`src/rtl/cs_dec_pkg.sv`:
```
package cs_dec_pkg;

  // Strobes from the control half to the datapath half.
  typedef struct packed {
    logic load;      // last two synchronizer stages agree
    logic selValid;  // the agreed code names an existing slave
  } dec_strobe_t;

endpackage

```
`src/rtl/cs_dec_ctrl.sv`:
```
module cs_dec_ctrl
  import cs_dec_pkg::*;
#(
  parameter int CODE_W = 3,
  parameter int NUM_CS = 6
) (
  input  logic [CODE_W-1:0] tailCode,
  input  logic [CODE_W-1:0] prevCode,
  output dec_strobe_t       strobe
);

  localparam logic [CODE_W-1:0] IDLE_CODE = {CODE_W{1'b1}};

  logic isIdle;
  logic inRange;

  always_comb begin
    isIdle          = (tailCode == IDLE_CODE);
    inRange         = (int'(tailCode) < NUM_CS);
    strobe.load     = (tailCode == prevCode);
    strobe.selValid = inRange && !isIdle;
  end

endmodule

```
`src/rtl/cs_dec_datapath.sv`:
```
module cs_dec_datapath
  import cs_dec_pkg::*;
#(
  parameter int CODE_W      = 3,
  parameter int NUM_CS      = 6,
  parameter int SYNC_STAGES = 2
) (
  input  logic              clk,
  input  logic              rstN,
  input  logic [CODE_W-1:0] selCode,
  input  dec_strobe_t       strobe,
  output logic [CODE_W-1:0] tailCode,
  output logic [CODE_W-1:0] prevCode,
  output logic [NUM_CS-1:0] csN
);

  localparam int CHAIN_LEN = SYNC_STAGES + 1;
  localparam logic [CODE_W-1:0] IDLE_CODE = {CODE_W{1'b1}};

  logic [CHAIN_LEN-1:0][CODE_W-1:0] stg;

  // Synchronizer chain; the final stage acts as the qualification copy.
  always_ff @(posedge clk or negedge rstN) begin
    if (!rstN) stg[0] <= IDLE_CODE;
    else       stg[0] <= selCode;
  end

  genvar s;
  generate
    for (s = 1; s < CHAIN_LEN; s++) begin : g_sync
      always_ff @(posedge clk or negedge rstN) begin
        if (!rstN) stg[s] <= IDLE_CODE;
        else       stg[s] <= stg[s-1];
      end
    end
  endgenerate

  assign tailCode = stg[CHAIN_LEN-1];
  assign prevCode = stg[CHAIN_LEN-2];

  // One flip-flop per select output.
  genvar i;
  generate
    for (i = 0; i < NUM_CS; i++) begin : g_out
      always_ff @(posedge clk or negedge rstN) begin
        if (!rstN)
          csN[i] <= 1'b1;
        else if (strobe.load)
          csN[i] <= !(strobe.selValid && (tailCode == CODE_W'(i)));
      end
    end
  endgenerate

endmodule

```
`src/rtl/cs_binary_decoder.sv`:
```
module cs_binary_decoder
  import cs_dec_pkg::*;
#(
  parameter int CODE_W      = 3,
  parameter int NUM_CS      = 6,
  parameter int SYNC_STAGES = 2
) (
  input  logic              clk,
  input  logic              rstN,
  input  logic [CODE_W-1:0] selCode,
  output logic              localCsN,
  output logic [NUM_CS-2:0] extCsN
);

  dec_strobe_t       strobe;
  logic [CODE_W-1:0] tailCode;
  logic [CODE_W-1:0] prevCode;
  logic [NUM_CS-1:0] csN;

  cs_dec_datapath #(
    .CODE_W     (CODE_W),
    .NUM_CS     (NUM_CS),
    .SYNC_STAGES(SYNC_STAGES)
  ) u_dp (
    .clk     (clk),
    .rstN    (rstN),
    .selCode (selCode),
    .strobe  (strobe),
    .tailCode(tailCode),
    .prevCode(prevCode),
    .csN     (csN)
  );

  cs_dec_ctrl #(
    .CODE_W(CODE_W),
    .NUM_CS(NUM_CS)
  ) u_ctrl (
    .tailCode(tailCode),
    .prevCode(prevCode),
    .strobe  (strobe)
  );

  assign localCsN = csN[0];
  assign extCsN   = csN[NUM_CS-1:1];

endmodule

```
`config.mk`:
```
export PLATFORM = sky130hd
export DESIGN_NAME = cs_binary_decoder
export DESIGN_NICKNAME = d
export VERILOG_FILES = /design/src/rtl/cs_dec_pkg.sv /design/src/rtl/cs_dec_ctrl.sv /design/src/rtl/cs_dec_datapath.sv /design/src/rtl/cs_binary_decoder.sv
export SDC_FILE = /design/constraint.sdc
export NUM_CORES = 1
export LEC_CHECK = 0
export ABC_CLOCK_PERIOD_IN_PS = 1260
export BUFFER_PORTS_ARGS = -buffer_cell sky130_fd_sc_hd__buf_2
export CORE_MARGIN = 2
export CORE_UTILIZATION = 40
export DETAILED_ROUTE_END_ITERATION = 7
export GPL_ROUTABILITY_DRIVEN = 0
export GPL_TIMING_DRIVEN = 1
export SYNTH_ARGS = -nofsm -noshare
export SYNTH_HDL_FRONTEND = slang
export SYNTH_SLANG_ARGS = --single-unit
```
`constraint.sdc`:
```
create_clock -name clk -period 1.26 [get_ports clk]
set_input_delay 0.315 -clock clk [delete_from_list [all_inputs] [get_ports clk]]
set_output_delay 0.315 -clock clk [all_outputs]
set_load 0.05 [all_outputs]
```
# Word level (Yosys, flattened, before mapping)
# Cells that the tools add are included.
# W data, S select, Z words.
[word_totals]
regBits = 15
inputBits = 5
out_inout_bits = 6
wordCells = 32
[classes]
order_cmp = 1
n_eq_ne = 7
n_reduce_logical = 15
[op_table]
columns = ["op", "count"]
rows = [
  ["$eq A3 B3 Y1 const B", 3],
  ["$logic_and A1 B1 Y1", 7],
  ["$logic_not A1 Y1", 7],
  ["$eq A3 B2 Y1 const B", 2],
  ["$eq A3 B1 Y1 const B", 1],
  ["$eq A3 B3 Y1", 1],
  ["$logic_not A3 Y1", 1],
  ["$lt A3 B3 Y1 const B", 1],
]

# Depth between registers and ports, before layout
# Gate-level depths: netlist (run 1).
[depth]
word_depth = 5
mapped_depth = 3
ltp_nobuf = 3

# Cells and area by module
# A second synthesis (run 1) with hierarchy kept.
[unflattened]
hier_cells = 45
hier_area_um2 = 596.8
[by_module_without_submodules]
columns = ["mod", "n_inst", "cells_each", "area_each_um2", "seq_area_each_um2"]
rows = [
  ["cs_dec_datapath", 1, 40, 556.8, 394.1],
  ["cs_dec_ctrl", 1, 5, 40.0, 0.0],
]

# Worst setup path before layout (run 1)
# No wires, ideal clock.
[synth_path]
kind = "register to register"
from = "reg u_dp.stg (netlist bit u_dp.tailCode[2])"
to = "reg u_dp.csN[0]"
setup_time_ns = 0.082
t_arrival_ns = 1.290
required_time_ns = 1.178
slack_ns = -0.112
stages_incl_launch_ff = 4
path_buffers = 0
synth_period_minus_slack_ns = 1.372
path_cell_list = "dfstp_2 -> xor2_1 -> nor3_4 -> mux2_2"
[synth_via]
elab_chain_cells = 5
word_cells_on_any_way = 8
classes_between = "order compare (1); eq/ne (2); reduce/logical (5)"
[synth_rtl]
columns = ["item", "line", "rtl"]
rows = [
  ["start, declared", "cs_dec_datapath.sv:20", "logic [CHAIN_LEN-1:0][CODE_W-1:0] stg;"],
  ["start signal, assigned by index", "cs_dec_datapath.sv:33", "else stg[s] <= stg[s-1];"],
  ["branches (longest 5 deep; another with $lt A3 B3 Y1)", "-", ""],
  ["end signal, assigned by index", "cs_dec_datapath.sv:49", "csN[i] <= !(strobe.selValid && (tailCode == CODE_W'(i)));"],
  ["end, declared", "cs_dec_datapath.sv:14", "output logic [NUM_CS-1:0] csN"],
]
# Several ways; the timed one is not identified.
# A chain may end at the register's enable or synchronous reset.

# Worst setup path in the final report (run 1)
# Same ends and word-level chain as after synthesis.

==> flow_summary.ini, run 1 <==
[synth]
xor_xnor_fraction_of_synth_area = 0.04762
synth.most_common_cell = sky130_fd_sc_hd__dfstp_2
synth_top_cell_area_share = 0.7143
asyncSetResetFlopFracSynth = 1.000
yosys.cell_types.count = 9
syn-instance-count = 32
synth-main-ff-cell = sky130_fd_sc_hd__dfstp_2
ys_warn_count = 0
synth_compound_gate_area_share = 0
synth_enable_flop_cells = 0
synth_top_cells_by_count = 15 x sky130_fd_sc_hd__dfstp_2, 6 x sky130_fd_sc_hd__mux2_2, 3 x sky130_fd_sc_hd__xor2_1
synthesis.area_per_instance_um2 = 17.24
synth-simple-area-share = 0.1156
synth_seq_cells = 15
synth_top_area_cell = sky130_fd_sc_hd__dfstp_2
yosys.area_share.adder = 0
synth-seq-area-share = 0.7143
post_synth_instance_area_um2 = 551.8
yosys-mux-area-fraction = 0.1224
netlist_top_cells_area = sky130_fd_sc_hd__dfstp_2 71%, sky130_fd_sc_hd__mux2_2 12%, sky130_fd_sc_hd__xor2_1 4.8%, sky130_fd_sc_hd__or3b_2 3.2%, sky130_fd_sc_hd__nor3_4 2.9%
synth_top_family_by_area = multiplexers
syn_nets = 37

[grt]
grt.total_usage = 0.1435
grt-ovfl-total = 0
global_route.usage.met1 = 0.1943
grt.met3_usage = 0.04891
first_global_vias = 316
global_route.peak_usage_layer = met2
globalRouteMet2Util = 0.2031
antenna_found_initial = 0
global_route_wire_length_before_repair_um = 1421
grt_max_degree = 16

[floorplan]
placementRows = 13
core_footprint_mm2 = 0.001301
floorplan.initialDensity = 0.4240
die_w_um = 41.14
num_io_pins = 11
die-area_mm2 = 0.001693
chipHeight_um = 41.14

[critical_path]
cp_num_buf_inv = 1
required_time_at_the_worst_slack_endpoint_ps = 1460
critical_path.max_fanout = 6
critPathCaptureType = flip-flop
path_delay_family = flip-flops
critPathSlowestCell = sky130_fd_sc_hd__dfstp_2
timing.setup.critical_path_class = reg -> reg
worst_setup_path_start_kind = flip-flop
cp.arrival_ps = 1570
critical_path.cell_chain = xor2_2 -> nor3_4 -> buf_6 -> mux2_4
max_stage_delay_ps = 560

[sta]
finalMaxSlewViolations = 0
tns_ps = -732.0
timing.final.hold_violations = 0
slew_headroom = 0.7952
grt_setup_unrepaired = true
layout_setup_ws_ps = -106.3
final_period_minus_worst_setup_slack_ps = 1366
final_min_period_over_clock_period = 1.084
fmax_ghz = 0.7319
tightestPinTransition_ps = 307.2
finalSetupViolCount = 12
skew_ps = 3.507

[placed_design]
port-buffer-count = 10

[finish]
final_layout_size_suffix_gt1_frac = 0.9057
antenna_cells_inserted = 0
final_nets = 59
nFillCells = 112
regArea_um2 = 394.1
area.growth.synth_to_final_pct = 46.49
multi_input_area_um2 = 202.7
layout.core_utilization = 0.6212

[clock_network]
number_of_buffers_inserted_during_clock_tree_synthesis = 3
cts.reportedPaths.clkPinSlew_ps = 80
ctsHoldBuffers = 0
cts.path.max_buffers = 2
cts_max_level = 1
clkLatencyLatePin_ps = 270
ctsRootBufferMaster = sky130_fd_sc_hd__clkbuf_4
tritoncts = done
clock_sinks = 15

[pwr]
total_switching_power_mw = 0.3525
leakage_nw = 0.3419
power_per_cell_area_mw_per_mm2 = 1503
power.share.clock = 0.210
switching_share = 0.2901
peakVddDrop_v = 0.0006721
p_int_mw = 0.8624
pwr-share-seq = 0.498
share_comb_of_total_power = 0.292

[route]
ant_nets = 0
wirelength_um = 905
drt_pre_antenna_iters = 1
route.detailed.wl_per_inst_um = 13.31
avgViaCountPerCell = 4.809
num_vias = 327
drc = 0
detail_route.iter0.violations = 0

[flow_run]
maxCapViolCount = 0

[run_status]
status = finished with violations
failing_checks = setup timing

[worst_hold_path]
worstHoldPathType = in -> reg
-- layer usage --
layer,wire [µm],share of wire
met5,0,0
met4,15,0.017
met3,46,0.051
met2,468,0.52
met1,375,0.41
-- timing repair --
item	CTS	global route
gates resized for setup	27	1
setup endpoints to repair	12	12
pin swaps	2	1
buffers inserted	3	1
gates cloned	0	0
-- power by group through the flow --
| stage | combinational (mW) | sequential [mW] | clock (mW) |
|---|---|---|---|
| floorplan | 0.0568 | 0.715 | 0 |
| global placement | 0.237 | 0.591 | 0 |
| detailed placement | 0.242 | 0.595 | 0 |
| CTS | 0.354 | 0.604 | 0.276 |
| global route | 0.372 | 0.612 | 0.296 |
| finish | 0.355 | 0.604 | 0.256 |
-- layout make-up --
cell class | instances | area share
tap | 15 | 0.02322
multi-input combinational | 17 | 0.2508
sequential | 15 | 0.4876
timing repair buffer | 17 | 0.2059
clock buffer | 4 | 0.03251
-- state kept, by name, summed over array words and instances (netlist names) --
signal,flops
u_dp.csN,6
u_dp.prevCode,3
u_dp.stg,3
u_dp.tailCode,3
-- stage by stage --
stage          hold slack (ps)  cells  power (mW)  setup slack, ps  cell area (µm²)
4_1_cts                  121.7     67       1.234           -116.8            793.3
3_3_place_gp             345.8     60      0.8287           -134.5            643.1
6_report                 133.7     68       1.215           -106.3            808.3
3_5_place_dp             347.3     60      0.8371           -180.7            643.1
5_1_grt                  110.8     68       1.280           -132.8            808.3
2_1_floorplan            167.2     32      0.7714           -111.7            551.8
-- kinds of logic (layout without fill, tap and decap cells) --
group,Yosys count,count (layout)
AND/OR/NAND/NOR,8,8
flip-flops,15,15
XOR/XNOR,3,3
multiplexers,6,6
buffers and inverters,0,21
-- path summary, 6_finish.rpt --
kind                            cells after the start                       start  slack (ps)                    endpoint
worst max-delay path                                4  u_dp.tailCode[2]$_DFF_PN1_        -110     u_dp.csN[0]$_DFFE_PN1N_
worst min register to register                      0       u_dp.stg[2]$_DFF_PN1_         360  u_dp.prevCode[2]$_DFF_PN1_
worst max register to register                      4  u_dp.tailCode[2]$_DFF_PN1_        -110     u_dp.csN[0]$_DFFE_PN1N_
min in group asynchronous                           1                        rstN         180  u_dp.tailCode[2]$_DFF_PN1_
max in group asynchronous                           1                        rstN        1060     u_dp.csN[0]$_DFFE_PN1N_
worst min-delay path                                1                  selCode[2]         130       u_dp.stg[2]$_DFF_PN1_
-- cells in the final DEF (no fill, tap or decap) --
cell type / instances
sky130_fd_sc_hd__buf_4: 6
sky130_fd_sc_hd__clkbuf_1: 1
sky130_fd_sc_hd__xor2_2: 3
sky130_fd_sc_hd__mux2_4: 6
sky130_fd_sc_hd__or3b_2: 2
sky130_fd_sc_hd__dfstp_2: 15
sky130_fd_sc_hd__clkbuf_4: 3
sky130_fd_sc_hd__buf_6: 1
sky130_fd_sc_hd__buf_2: 4
sky130_fd_sc_hd__or3_2: 1
sky130_fd_sc_hd__nor2_1: 1
sky130_fd_sc_hd__nand2_1: 1
sky130_fd_sc_hd__nor3_4: 1
sky130_fd_sc_hd__buf_8: 6
sky130_fd_sc_hd__nand3b_1: 2
(Power assumes the default switching activity.)
==> run 2: changes to the inputs <==
- ABC_CLOCK_PERIOD_IN_PS: 1260 -> 1800
- clock period: 1.26 -> 1.8 ns (I/O delays scaled with it)
==> flow_summary.ini, run 2 (synthesized netlist as in run 1, its figures left out) <==
[run_status]
status = completed

[route]
detail_route.iter0.violations = 4
num_vias = 285
route.detailed.wl_per_inst_um = 12.48
drc = 0
avgViaCountPerCell = 4.672
wirelength_um = 761
ant_nets = 0
drt_pre_antenna_iters = 2

[floorplan]
floorplan.initialDensity = 0.4240
core_footprint_mm2 = 0.001301
num_io_pins = 11
die-area_mm2 = 0.001693
die_w_um = 41.14
placementRows = 13
chipHeight_um = 41.14

[grt]
grt-ovfl-total = 0
grt.total_usage = 0.1283
grt_max_degree = 16
global_route_wire_length_before_repair_um = 1283
first_global_vias = 282
antenna_found_initial = 0

[critical_path]
max_stage_delay_ps = 530
critical_path.cell_chain = buf_2
worst_setup_path_start_kind = flip-flop
cp_num_buf_inv = 1
critPathSlowestCell = sky130_fd_sc_hd__dfstp_2
cp.arrival_ps = 1070
critPathCaptureType = output pin
critical_path.max_fanout = 2
timing.setup.critical_path_class = reg -> out
required_time_at_the_worst_slack_endpoint_ps = 1350
path_delay_family = flip-flops

[clock_network]
tritoncts = done
ctsHoldBuffers = 0
clkLatencyLatePin_ps = 280
cts.path.max_buffers = 2
number_of_buffers_inserted_during_clock_tree_synthesis = 3
cts-resized-gates = 0
clock_sinks = 15
post_cts_buffers = 0
cts_max_level = 1
cts.reportedPaths.clkPinSlew_ps = 80
ctsRootBufferMaster = sky130_fd_sc_hd__clkbuf_4

[pwr]
peakVddDrop_v = 0.0004625
power_per_cell_area_mw_per_mm2 = 1172
fin_total_pwr_mw = 0.7598
leakage_nw = 0.2494

[sta]
fmax_ghz = 0.6559
finalMaxSlewViolations = 0
finalSetupViolCount = 0
tightestPinTransition_ps = 310.0
tns_ps = 0
final_min_period_over_clock_period = 0.8471
final_period_minus_worst_setup_slack_ps = 1525
grt_setup_unrepaired = false
slew_headroom = 0.7933
timing.final.hold_violations = 0
skew_ps = 0.8400

[placed_design]
port-buffer-count = 10
place.detailed.hpwl_um = 559.8
dpl.cell_count = 57

[finish]
final_common_cell = sky130_fd_sc_hd__dfstp_2
max_reg_flops = 6
instances_no_fill = 61
antenna_cells_inserted = 0
regArea_um2 = 394.1
most_flops_register = u_dp.csN
final_nets = 52
most-common-layout-cells = 15 x sky130_fd_sc_hd__dfstp_2, 10 x sky130_fd_sc_hd__buf_2, 6 x sky130_fd_sc_hd__mux2_2, 3 x sky130_fd_sc_hd__xor2_1, 3 x sky130_fd_sc_hd__clkbuf_4
multi_input_area_um2 = 157.7
final_layout_size_suffix_gt1_frac = 0.8478
area.growth.synth_to_final_pct = 17.46
nFillCells = 126

[worst_hold_path]
worstHoldPathType = in -> reg

[flow_run]
maxCapViolCount = 0
run 2: changes by cell type in the layout (fill, tap and decap cells not counted), moves of 3 or more:
cell / delta
sky130_fd_sc_hd__mux2_4: -6
sky130_fd_sc_hd__buf_8: -6
sky130_fd_sc_hd__buf_2: +6
sky130_fd_sc_hd__xor2_2: -3
sky130_fd_sc_hd__xor2_1: +3
sky130_fd_sc_hd__buf_4: -6
sky130_fd_sc_hd__mux2_2: +6
run 2: metal layers:
| layer | part of all wire | wire length [µm] | track usage |
|---|---|---|---|
| met3 | 0.067 | 51 | 0.04891 |
| met4 | 0.022 | 17 | 0.09677 |
| met1 | 0.44 | 336 | 0.1719 |
| met5 | 0 | 0 | 0 |
| met2 | 0.47 | 357 | 0.1641 |
run 2: metrics by stage:
| stage | cell area [µm²] | setup slack [ps] | utilization | hold slack (ps) |
|---|---|---|---|---|
| global route | 648.1 | 228.6 | 0.4981 | 237.0 |
| detailed placement | 620.6 | 336.0 | 0.4769 | 346.8 |
| CTS | 648.1 | 253.8 | 0.4981 | 243.7 |
| global placement | 620.6 | 359.5 | 0.4769 | 346.6 |
| floorplan | 551.8 | 428.3 | - | 302.2 |
| finish | 648.1 | 275.3 | 0.4981 | 255.5 |
run 2: cell type report:
cell class / count / share of cell area
Timing Repair Buffer: 10 / 0.07722
Tap cell: 15 / 0.02896
Clock inverter: 1 / 0.007722
Sequential cell: 15 / 0.6081
Multi-Input combinational cell: 17 / 0.2432
Clock buffer: 3 / 0.03475
run 2: final timing paths:
check / from / to / slack (ps) / depth (start not counted)
setup / recovery: u_dp.csN[4]$_DFFE_PN1N_ / extCsN[3] / 280 / 1
hold / removal: selCode[2] / u_dp.stg[2]$_DFF_PN1_ / 260 / 1
setup reg to reg: u_dp.tailCode[2]$_DFF_PN1_ / u_dp.csN[0]$_DFFE_PN1N_ / 330 / 3
hold reg to reg: u_dp.stg[0]$_DFF_PN1_ / u_dp.prevCode[0]$_DFF_PN1_ / 360 / 0
max in group asynchronous: rstN / u_dp.csN[3]$_DFFE_PN1N_ / 1470 / 1
min in group asynchronous: rstN / u_dp.prevCode[2]$_DFF_PN1_ / 300 / 1
run 2: power breakdown:
group          switching [mW]  internal [mW]
clock                   0.106         0.0826
combinational           0.113         0.0454
sequential             0.0191          0.394
